`config.mk`:
```
export PLATFORM = sky130hd
export DESIGN_NAME = edo_page_ctrl
export DESIGN_NICKNAME = d
export VERILOG_FILES = /design/src/rtl/edo_pkg.sv /design/src/rtl/edo_ref_timer.sv /design/src/rtl/edo_seq.sv /design/src/rtl/edo_page_ctrl.sv
export SDC_FILE = /design/constraint.sdc
export NUM_CORES = 1
export LEC_CHECK = 0
export BUFFER_PORTS_ARGS = -buffer_cell sky130_fd_sc_hd__buf_2
export CORE_ASPECT_RATIO = 1.4
export CORE_UTILIZATION = 50
export CTS_CLUSTER_DIAMETER = 120
export DETAILED_ROUTE_END_ITERATION = 10
export PLACE_DENSITY = 0.76
export SYNTH_ARGS = -nofsm -noshare
export SYNTH_HDL_FRONTEND = slang
export SYNTH_HIERARCHICAL = 1
export SYNTH_SLANG_ARGS = --single-unit
```
`constraint.sdc`:
```
create_clock -name clk -period 2.6 [get_ports clk]
set_clock_uncertainty 0.2 [all_clocks]
set_input_delay 0.52 -clock clk [delete_from_list [all_inputs] [get_ports clk]]
set_output_delay 0.52 -clock clk [all_outputs]
set_load 0.005 [all_outputs]
```
`src/rtl/edo_pkg.sv`:
```
package edo_pkg;
  typedef enum logic [2:0] {
    S_IDLE, S_RCD, S_COL, S_CAS, S_OPEN, S_PRE, S_RCAS, S_RRAS
  } seq_t;

  // nanoseconds to whole clock cycles, rounded up, never below one
  function automatic int ns_to_cyc(input int ns, input int clk_ns);
    int c;
    c = (ns + clk_ns - 1) / clk_ns;
    return (c < 1) ? 1 : c;
  endfunction
endpackage

```
`src/rtl/edo_ref_timer.sv`:
```
module edo_ref_timer #(
  parameter int REFI_CYC = 782
) (
  input  logic clk,
  input  logic rst_n,
  input  logic ref_ack,
  output logic ref_pend
);
  localparam int CW = (REFI_CYC < 2) ? 1 : $clog2(REFI_CYC);
  localparam logic [CW-1:0] LAST = CW'(REFI_CYC - 1);

  logic [CW-1:0] cnt_q;
  logic          tick;

  assign tick = (cnt_q == LAST);

  always_ff @(posedge clk or negedge rst_n) begin
    if (!rst_n) begin
      cnt_q    <= '0;
      ref_pend <= 1'b0;
    end else begin
      cnt_q <= tick ? '0 : cnt_q + 1'b1;
      if (tick)         ref_pend <= 1'b1;
      else if (ref_ack) ref_pend <= 1'b0;
    end
  end

  // a pending refresh is never dropped before it is served
  a_r9_pend_hold: assert property (@(posedge clk) disable iff (!rst_n)
    ref_pend && !ref_ack |=> ref_pend);
endmodule

```
`src/rtl/edo_seq.sv`:
```
module edo_seq
  import edo_pkg::*;
#(
  parameter int ROW_W    = 12,
  parameter int COL_W    = 10,
  parameter int DATA_W   = 16,
  parameter int RCD_CYC  = 2,
  parameter int CAS_CYC  = 1,
  parameter int RAS_CYC  = 3,
  parameter int RP_CYC   = 2,
  parameter int IDLE_CYC = 16,
  localparam int ADDR_W  = ROW_W + COL_W,
  localparam int AW      = (ROW_W > COL_W) ? ROW_W : COL_W
) (
  input  logic              clk,
  input  logic              rst_n,
  input  logic              req_valid,
  output logic              req_ready,
  input  logic              req_write,
  input  logic [ADDR_W-1:0] req_addr,
  input  logic [DATA_W-1:0] req_wdata,
  input  logic [1:0]        req_be,
  output logic              rsp_valid,
  output logic [DATA_W-1:0] rsp_data,
  input  logic              ref_pend,
  output logic              ref_ack,
  output logic [AW-1:0]     dram_addr,
  output logic              dram_ras_n,
  output logic              dram_casl_n,
  output logic              dram_cash_n,
  output logic              dram_we_n,
  output logic              dram_oe_n,
  output logic [DATA_W-1:0] dram_dq_out,
  output logic              dram_dq_oe,
  input  logic [DATA_W-1:0] dram_dq_in
);
  localparam int CW = $clog2(IDLE_CYC + RCD_CYC + CAS_CYC + RAS_CYC + RP_CYC + 1);
  localparam logic [CW-1:0] RCD_L  = CW'(RCD_CYC - 1);
  localparam logic [CW-1:0] CAS_L  = CW'(CAS_CYC - 1);
  localparam logic [CW-1:0] RAS_L  = CW'(RAS_CYC - 1);
  localparam logic [CW-1:0] RP_L   = CW'(RP_CYC - 1);
  localparam logic [CW-1:0] IDLE_L = CW'(IDLE_CYC - 1);
  localparam int GW = $clog2(RAS_CYC + 1);
  localparam logic [GW-1:0] AGE_MAX = GW'(RAS_CYC);

  seq_t             state_q;
  logic [CW-1:0]    cnt_q;
  logic [GW-1:0]    age_q;
  logic [ROW_W-1:0] row_q;
  logic [COL_W-1:0] col_q;
  logic             wr_q;
  logic [1:0]       be_q;
  logic             row_match, accept, close_req;

  assign row_match = (req_addr[ADDR_W-1:COL_W] == row_q);
  assign req_ready = !ref_pend && ((state_q == S_IDLE) || (state_q == S_OPEN && row_match));
  assign accept    = req_valid && req_ready;
  assign ref_ack   = (state_q == S_IDLE) && ref_pend;
  assign close_req = ref_pend || (req_valid && !row_match) || (cnt_q >= IDLE_L);

  always_ff @(posedge clk or negedge rst_n) begin
    if (!rst_n) begin
      state_q     <= S_IDLE;
      cnt_q       <= '0;
      age_q       <= '0;
      row_q       <= '0;
      col_q       <= '0;
      wr_q        <= 1'b0;
      be_q        <= 2'b00;
      rsp_valid   <= 1'b0;
      rsp_data    <= '0;
      dram_addr   <= '0;
      dram_ras_n  <= 1'b1;
      dram_casl_n <= 1'b1;
      dram_cash_n <= 1'b1;
      dram_we_n   <= 1'b1;
      dram_oe_n   <= 1'b1;
      dram_dq_out <= '0;
      dram_dq_oe  <= 1'b0;
    end else begin
      rsp_valid <= 1'b0;
      if (!dram_ras_n && age_q != AGE_MAX) age_q <= age_q + 1'b1;
      case (state_q)
        S_IDLE: begin
          if (ref_pend) begin
            dram_casl_n <= 1'b0;
            dram_cash_n <= 1'b0;
            state_q     <= S_RCAS;
          end else if (accept) begin
            row_q       <= req_addr[ADDR_W-1:COL_W];
            col_q       <= req_addr[COL_W-1:0];
            wr_q        <= req_write;
            be_q        <= req_be;
            dram_dq_out <= req_wdata;
            dram_addr   <= AW'(req_addr[ADDR_W-1:COL_W]);
            dram_ras_n  <= 1'b0;
            age_q       <= GW'(1);
            cnt_q       <= RCD_L;
            state_q     <= S_RCD;
          end
        end
        S_RCD: begin
          if (cnt_q == '0) begin
            dram_addr  <= AW'(col_q);
            dram_we_n  <= !wr_q;
            dram_oe_n  <= wr_q;
            dram_dq_oe <= wr_q;
            state_q    <= S_COL;
          end else cnt_q <= cnt_q - 1'b1;
        end
        S_COL: begin
          dram_casl_n <= !be_q[0];
          dram_cash_n <= !be_q[1];
          cnt_q       <= CAS_L;
          state_q     <= S_CAS;
        end
        S_CAS: begin
          if (cnt_q == '0) begin
            dram_casl_n <= 1'b1;
            dram_cash_n <= 1'b1;
            dram_we_n   <= 1'b1;
            dram_oe_n   <= 1'b1;
            dram_dq_oe  <= 1'b0;
            if (!wr_q) begin
              rsp_valid <= 1'b1;
              rsp_data  <= dram_dq_in;
            end
            cnt_q   <= '0;
            state_q <= S_OPEN;
          end else cnt_q <= cnt_q - 1'b1;
        end
        S_OPEN: begin
          if (accept) begin
            col_q       <= req_addr[COL_W-1:0];
            wr_q        <= req_write;
            be_q        <= req_be;
            dram_dq_out <= req_wdata;
            dram_addr   <= AW'(req_addr[COL_W-1:0]);
            dram_we_n   <= !req_write;
            dram_oe_n   <= req_write;
            dram_dq_oe  <= req_write;
            state_q     <= S_COL;
          end else if (close_req) begin
            if (age_q == AGE_MAX) begin
              dram_ras_n <= 1'b1;
              cnt_q      <= RP_L;
              state_q    <= S_PRE;
            end
          end else cnt_q <= cnt_q + 1'b1;
        end
        S_PRE: begin
          if (cnt_q == '0) state_q <= S_IDLE;
          else cnt_q <= cnt_q - 1'b1;
        end
        S_RCAS: begin
          dram_ras_n <= 1'b0;
          age_q      <= GW'(1);
          cnt_q      <= RAS_L;
          state_q    <= S_RRAS;
        end
        S_RRAS: begin
          if (cnt_q == '0) begin
            dram_ras_n  <= 1'b1;
            dram_casl_n <= 1'b1;
            dram_cash_n <= 1'b1;
            cnt_q       <= RP_L;
            state_q     <= S_PRE;
          end else cnt_q <= cnt_q - 1'b1;
        end
        default: state_q <= S_IDLE;
      endcase
    end
  end

  // column strobes lead the row strobe in refresh, write disabled
  a_r8_cbr_order: assert property (@(posedge clk) disable iff (!rst_n)
    $fell(dram_ras_n) && !dram_casl_n |-> $past(!dram_casl_n) && $past(!dram_cash_n) && dram_we_n);
  // no acceptance while a column strobe is active
  a_r10_ready_busy: assert property (@(posedge clk) disable iff (!rst_n)
    req_ready |-> dram_casl_n && dram_cash_n);
  // read response is a single-cycle pulse
  a_r3_rsp_pulse: assert property (@(posedge clk) disable iff (!rst_n)
    rsp_valid |=> !rsp_valid);
  // a low-lane write strobe only with the low byte enabled
  a_r4_lane_write: assert property (@(posedge clk) disable iff (!rst_n)
    $fell(dram_casl_n) && !dram_ras_n && !dram_we_n |-> be_q[0]);
  // row strobe only rises after the active time has elapsed
  a_r7_ras_min: assert property (@(posedge clk) disable iff (!rst_n)
    $rose(dram_ras_n) |-> $past(age_q) == AGE_MAX);
endmodule

```
`src/rtl/edo_page_ctrl.sv`:
```
module edo_page_ctrl
  import edo_pkg::*;
#(
  parameter int ROW_W     = 12,
  parameter int COL_W     = 10,
  parameter int DATA_W    = 16,
  parameter int CLK_NS    = 20,
  parameter int T_RAS_NS  = 50,
  parameter int T_RP_NS   = 30,
  parameter int T_RCD_NS  = 37,
  parameter int T_CAS_NS  = 13,
  parameter int T_REFI_NS = 15625,
  parameter int IDLE_CYC  = 16,
  localparam int ADDR_W   = ROW_W + COL_W,
  localparam int AW       = (ROW_W > COL_W) ? ROW_W : COL_W
) (
  input  logic              clk,
  input  logic              rst_n,
  input  logic              req_valid,
  output logic              req_ready,
  input  logic              req_write,
  input  logic [ADDR_W-1:0] req_addr,
  input  logic [DATA_W-1:0] req_wdata,
  input  logic [1:0]        req_be,
  output logic              rsp_valid,
  output logic [DATA_W-1:0] rsp_data,
  output logic [AW-1:0]     dram_addr,
  output logic              dram_ras_n,
  output logic              dram_casl_n,
  output logic              dram_cash_n,
  output logic              dram_we_n,
  output logic              dram_oe_n,
  output logic [DATA_W-1:0] dram_dq_out,
  output logic              dram_dq_oe,
  input  logic [DATA_W-1:0] dram_dq_in
);
  localparam int RAS_CYC  = ns_to_cyc(T_RAS_NS, CLK_NS);
  localparam int RP_CYC   = ns_to_cyc(T_RP_NS, CLK_NS);
  localparam int RCD_CYC  = ns_to_cyc(T_RCD_NS, CLK_NS);
  localparam int CAS_CYC  = ns_to_cyc(T_CAS_NS, CLK_NS);
  localparam int REFI_CYC = ns_to_cyc(T_REFI_NS, CLK_NS);

  logic ref_pend, ref_ack;

  edo_ref_timer #(.REFI_CYC(REFI_CYC)) u_ref (
    .clk(clk), .rst_n(rst_n), .ref_ack(ref_ack), .ref_pend(ref_pend)
  );

  edo_seq #(
    .ROW_W(ROW_W), .COL_W(COL_W), .DATA_W(DATA_W),
    .RCD_CYC(RCD_CYC), .CAS_CYC(CAS_CYC), .RAS_CYC(RAS_CYC),
    .RP_CYC(RP_CYC), .IDLE_CYC(IDLE_CYC)
  ) u_seq (
    .clk(clk), .rst_n(rst_n),
    .req_valid(req_valid), .req_ready(req_ready), .req_write(req_write),
    .req_addr(req_addr), .req_wdata(req_wdata), .req_be(req_be),
    .rsp_valid(rsp_valid), .rsp_data(rsp_data),
    .ref_pend(ref_pend), .ref_ack(ref_ack),
    .dram_addr(dram_addr), .dram_ras_n(dram_ras_n),
    .dram_casl_n(dram_casl_n), .dram_cash_n(dram_cash_n),
    .dram_we_n(dram_we_n), .dram_oe_n(dram_oe_n),
    .dram_dq_out(dram_dq_out), .dram_dq_oe(dram_dq_oe), .dram_dq_in(dram_dq_in)
  );
endmodule

```
After elaboration in Yosys (flattened, before gate mapping)
Index checks and enable logic that the tools add are counted.

Divide/modulo/power cells: 0. Equal/unequal tests: 28. $lt $le $gt $ge: 1. Bitwise logic cells: 2. Mux-type cells: 64. $mul: 0. Shifts and indexed selects: 0. Add/sub/neg operators: 4. Reduce and logical (&&, ||, !) cells: 35.

Operator list (count): $mux W12 (4); $mux W5 (8); $pmux W12 S3 (1); $pmux W5 S7 (1); $mux W16 (2); $pmux W16 S2 (1); $mux W10 (3); $mux W3 (9); $pmux W3 S8 (1); $pmux W10 S2 (1); $mux W1 (19); $ne A2 B1 Y1 const B (8); $pmux W1 S3 (5); $reduce_and A7 Y1 (2); $eq A12 B12 Y1 (1); $eq A3 B3 Y1 const B (4); $ne A2 B2 Y1 const B (6); $add A10 B1 Y10 const B (1); $eq A10 B10 Y1 const B (1); $mux W2 (5); $reduce_and A5 Y1 (2); $reduce_and A3 Y1 (3); $reduce_bool A3 Y1 (3); $pmux W2 S2 (2); 23 further kinds (41).

Flip-flop bits (word level): 97. Bits of input ports: 60. Output and inout port bits: 52. Bits in read-only memories: 0. Memories kept: 0. Bits in latches: 0. RAM bits: 0.

Longest topological paths before layout
Word-level depth: 8. Gate-level depth with buffers: 9.

Hierarchy
The synthesis kept the hierarchy.

Modules (own cells, without submodules): edo_seq (area each 4250.3 µm², times used 1, cells an instance 381); edo_ref_timer (area each 529.3 µm², times used 1, cells an instance 48).

Worst setup path before layout
No wires, ideal clock.

Kind: flip-flop to flip-flop. Start: register u_seq.cnt_q[0]. End: register u_seq.cnt_q[0]. Slack: 0.159 ns. Data arrival time: 2.116 ns. Stages on the path, launching flop included: 10. Data required time: 2.275 ns. Cell sequence: dfrtp_1 -> ha_1 -> and3_1 -> ha_1 -> nor3_1 -> and3_1 -> o31ai_1 -> o21ai_2 -> and2_4 -> mux2_4.

Longest elaborated chain between the ends: 5.

RTL lines: start: declaration (RTL line edo_seq.sv:47) `logic [CW-1:0] cnt_q;`; start signal: assignment (RTL line edo_seq.sv:109) `end else cnt_q <= cnt_q - 1'b1;`; start signal: assignment (RTL line edo_seq.sv:130) `end else cnt_q <= cnt_q - 1'b1;`; start signal: assignment (RTL line edo_seq.sv:149) `end else cnt_q <= cnt_q + 1'b1;`; $ge A5 B4 Y1 (RTL line edo_seq.sv:59) `assign close_req = ref_pend || (req_valid && !row_match) || (cnt_q >= IDLE_L);`; $logic_or A1 B1 Y1 (RTL line edo_seq.sv:59); $mux W5 (RTL line edo_seq.sv:143) `end else if (close_req) begin`; $mux W5 (RTL line edo_seq.sv:133) `if (accept) begin`; $pmux W5 S7 (RTL line edo_seq.sv:83) `case (state_q)`.

Several ways; a longest one is shown, not always the timed one. The select of a mux whose other input is x is not followed. A chain may end at the register's enable or synchronous reset.

Worst setup path after layout
Start: register u_seq.row_q[9]. End: output req_ready.

Longest elaborated chain between the ends: 4.

RTL lines: start: declaration (RTL line edo_seq.sv:49) `logic [ROW_W-1:0] row_q;`; start signal: assignment (RTL line edo_seq.sv:90) `row_q <= req_addr[ADDR_W-1:COL_W];`; $eq A12 B12 Y1 (RTL line edo_seq.sv:55) `assign row_match = (req_addr[ADDR_W-1:COL_W] == row_q);`; $logic_and A1 B1 Y1 (RTL line edo_seq.sv:56) `assign req_ready = !ref_pend && ((state_q == S_IDLE) || (state_q == S_OPEN && row_match));`; $logic_or A1 B1 Y1 (RTL line edo_seq.sv:56); $logic_and A1 B1 Y1 (RTL line edo_seq.sv:56); end: declaration (RTL line edo_page_ctrl.sv:20) `output logic req_ready,`.

No other way between the ends.

==> flow_results.org <==
** Floorplanning
- The initialized floorplan defines 41 standard-cell rows.
- Height of the chip :: 117.7 um
- Die Area :: 9960 sq um
- The initial utilization of the core area, before any placement, comes to 52.34%.
- In this run the count of I/O pins placed on the die edge is 112.
- Placeable core region :: 9131 sq um
- Width of the die :: 84.63 um

** Worst setup path
- Type of the setup path with the least slack :: flip-flop to output pin
- Following the worst setup path forward leads to its endpoint at req_ready.
- The endpoint identified for the worst register-to-register timing path is u_seq/cnt_q[4].
- The critical path starts at u_seq/row_q[9].
- Along the worst path, the maximum fanout reaches 2.
- STA classifies the critical path startpoint as a flip-flop.
- Beginning of the worst register-to-register path :: u_seq/cnt_q[0]
- Required time of the critical path :: 1.88 ns
- The worst setup path is captured at an output pin.
- In this run the register-to-register setup slack is 0.10 ns.
- Data on the critical path arrives at its endpoint at 1.83 ns.
- R2r worst-path depth :: 11

** Yosys
- Portion of netlist area occupied by mux cells :: 14.29%
- After synthesis, the share of flip-flops with an asynchronous set or reset is 100.0%.
- Of the total synthesized cell area, the portion taken by XOR and XNOR cells is 3.665%.
- After synthesis, the netlist uses 55 different library cells.
- Yosys printed 6 warnings.
- Summing the areas of all fa, ha and maj instances in the mapped netlist gives 1.571% of the synthesized area.
- After Yosys synthesis, and, or, nand and nor cells account for 10.94% of the synthesized area.
- Main combinational cell family by area after synthesis :: compound AO/OA/AOI/OAI gates
- Sequential elements use 50.92% of the synthesized area.
- Prevailing post-synth register cell :: dfrtp_1
- Number of synthesized flops with an enable pin :: 0
- Post-synthesis sequential element count :: 97
- Gate count after technology mapping :: 429
- The number of nets in the synthesized netlist is 495.
- Mean cell area of the mapped netlist :: 11.14 sq um
- The cell area that synthesis handed to floorplanning was 4780 sq um.
- Area fraction in compound gates after synthesis :: 15.50%

** CTS
- At the later pin of the worst-skew pair, clock insertion delay measures 0.35 ns.
- Clock transition at the register clock pins on the worst setup and hold paths after CTS :: 0.07 ns
- Maximum number of buffers from clock root to sink :: 2
- The H-tree was split into 3 levels.
- Clock tree synthesis selected as its root buffer the cell clkbuf_16.
- TritonCTS clock tree :: built
- Number of clock buffers inserted by TritonCTS :: 9
- CTS saw 97 sinks.

** Drt
- Total via count in the routed design :: 3945
- Via-to-Cell Ratio :: 5.862
- In the final routed layout, each cell accounts on average for 16.97 um.
- The first routing iteration left 316 violations.
- The count of nets left with antenna violations once routing finished came out at 0.
- In the routed design, unresolved DRC markers number 0.
- Wirelength, routed :: 11420 um
- Detailed Routing Iterations Pass 1 :: 7

** GRT
- Entering global routing, the biggest net connects 50 pins.
- Across every metal layer, demand over resource in global routing totals 24.28%.
- Number of antenna violations at the first check in global routing :: 0
- Total gr overflow :: 0
- The number of global-route vias before repair came to 4084.
- First-pass GRT wire length :: 19020 um

** Place
- Worst setup slack before clock tree synthesis :: 0.01862 ns
- Cells after DPL :: 653
- GPL Wtd Cong :: 0.9049
- HPWL after DPL :: 8200 um
- Summing all placed instances gives a cell area of 5603 sq um.
- Count of buffers inserted at the top-level ports :: 111

** Layout
- From synthesis to final layout, the design area changed by 25.47%.
- Fraction of layout instances using a drive strength above 1 :: 40.81%
- Net count reported at finish :: 627
- Total inserted antenna cells :: 0
- Fin area :: 5997 sq um
- Excluding fillers, the count of instances in the completed layout stands at 673.
- Final Core Density :: 65.68%

** Min path
- Worst min path class :: input pin to flip-flop

** Timing
- Count of pins over their slew limit :: 0
- For the final routed database, the setup TNS stands at 0 ns.
- The worst path meets setup with 0.05151 ns of slack.
- Setup repair after global routing could not meet its margin everywhere.
- Tcrit/Tclk final :: 98.02%
- Setup violations remaining at the end of the flow were counted as 0.
- Fmax :: 0.3924 GHz
- The final hold violation count came to 0.
- For the pin with the worst max-slew slack, the measured transition is 0.5906 ns.
- The worst pin sits at a relative slew slack of 60.58%.
- The worst path needs 2.548 ns of the cycle, external delays included.

** Flow run
- Across the run, the number of max-cap violations was 0.

** Power and ir drop
- For this design the ratio of total power to cell area is 1183 nW/um^2.
- Leakage :: 0.002809 uW
- VDD sags by at most 0.6367 mV.

** Outcome
- Outcome :: finished clean
## where the power goes
group / switching, uW / internal (uW)
combinational: 1580 / 1540
clock: 590 / 783
sequential: 406 / 2200
## synth_stat cells (3+ instances only)
| library cell | number | share of area (%) |
|---|---|---|
| xnor2_1 | 4 | 0.73 |
| a21o_1 | 3 | 0.47 |
| xor2_1 | 16 | 2.9 |
| buf_2 | 4 | 0.42 |
| nor2_1 | 19 | 1.5 |
| dfrtp_1 | 92 | 48 |
| a211oi_1 | 4 | 0.63 |
| buf_1 | 5 | 0.39 |
| ha_1 | 6 | 1.6 |
| o22ai_1 | 13 | 1.7 |
| a31oi_1 | 8 | 1.0 |
| o221ai_1 | 10 | 1.8 |
| nor4_2 | 3 | 0.79 |
| and3_1 | 5 | 0.65 |
| nand2_1 | 32 | 2.5 |
| or3_1 | 3 | 0.39 |
| mux2_4 | 11 | 3.5 |
| dfstp_2 | 5 | 2.7 |
| nor3_1 | 4 | 0.42 |
| nand2b_1 | 4 | 0.52 |
| a21oi_1 | 14 | 1.5 |
| mux2_2 | 38 | 9.0 |
| nand3_1 | 10 | 1.0 |
| nand4_1 | 3 | 0.39 |
| o21ai_0 | 45 | 4.7 |
| inv_1 | 12 | 0.94 |
| mux2_1 | 8 | 1.9 |
| o211ai_1 | 3 | 0.47 |
| o31ai_1 | 4 | 0.63 |
| clkbuf_1 | 10 | 0.79 |
## logic make-up after synthesis
logic type,count (synthesis)
and+or+nand+nor,97
AOI/OAI and AO/OA,118
muxes,57
buffers and inverters,34
DFF,97
xor gates and xnor gates,20
adders and majority gates,6
## layout by cell type (no fill, tap or decap), types with 12 or more instances in the layout
master | netlist | final
xor2_1 | 16 | 16
o22ai_1 | 13 | 13
buf_4 | 0 | 30
a21oi_1 | 14 | 14
dfrtp_1 | 92 | 91
buf_2 | 4 | 110
nand2_1 | 32 | 32
mux2_2 | 38 | 38
nor2_1 | 19 | 19
inv_1 | 12 | 12
o21ai_0 | 45 | 44
## worst max-delay path: stages, from the launching register on
cell	delay (ns)
dfrtp_1	0.39
xor2_1	0.18
nor4_2	0.33
buf_4	0.18
nand3_4	0.07
a211oi_2	0.19
buf_2	0.14
## per-stage QoR
step	total power [uW]	hold slack, ns
2_1_floorplan	4482	0.02441
5_1_grt	7567	0.1934
3_5_place_dp	5623	0.2296
6_report	7093	0.1906
4_1_cts	7079	0.1838
3_3_place_gp	5504	0.2141
## per-layer routing
metal / up-vias / track usage (%) / share of wire (%)
met1: 1916 / 27.87 / 39
met3: 35 / 4.488 / 5.4
li1: 1847 / - / -
met4: 0 / 14.51 / 3.7
met5: - / 0 / 0
met2: 147 / 41.72 / 52
## sequential cells by signal (all words and copies together) (netlist names)
signal,flops
u_seq/dram_ras_n,1
u_seq/dram_dq_oe,1
u_seq/rsp_valid,1
u_ref/ref_pend,1
u_seq/row_q,12
u_seq/dram_oe_n,1
u_seq/dram_casl_n,1
u_seq/cnt_q,5
u_seq/dram_dq_out,16
u_seq/dram_we_n,1
u_seq/dram_cash_n,1
u_seq/wr_q,1
u_seq/state_q,3
u_seq/be_q,2
u_seq/dram_addr,12
u_seq/age_q,2
u_seq/col_q,10
u_seq/rsp_data,16
u_ref/cnt_q,10
## final cells by class
class	count	area, sq um
clock inverters	6	73.82
clock buffers	10	239.0
repair buffers	143	825.8
well taps	107	133.9
flip-flops and latches	97	2435
inverters	12	45.04
multi-input cells	298	2245
fillers	721	3134
## worst min-delay path by stage
| stage | startpoint | to | slack, ns | cells after the start |
|---|---|---|---|---|
| final | req_be[1] | u_seq/be_q[1] | 0.19 | 2 |
| after CTS | req_be[1] | u_seq/be_q[1] | 0.18 | 2 |
| after global routing | dram_dq_in[11] | u_seq/rsp_data[11] | 0.19 | 2 |
| after detailed placement | u_seq/be_q[1] | u_seq/dram_cash_n | 0.23 | 1 |
| after floorplan | rst_n | u_ref/cnt_q[0] | 0.02 | 0 |
| after global placement | u_seq/be_q[0] | u_seq/dram_casl_n | 0.21 | 1 |
## repair_timing
action,in CTS,in global routing
hold endpoints to repair,21,0
cloned,0,0
endpoints found under the setup margin,1,9
hold buffers,1,0
pin swaps,2,1
gates resized for setup,4,5
buffers inserted,2,1
Power figures use the tool's default switching activity.
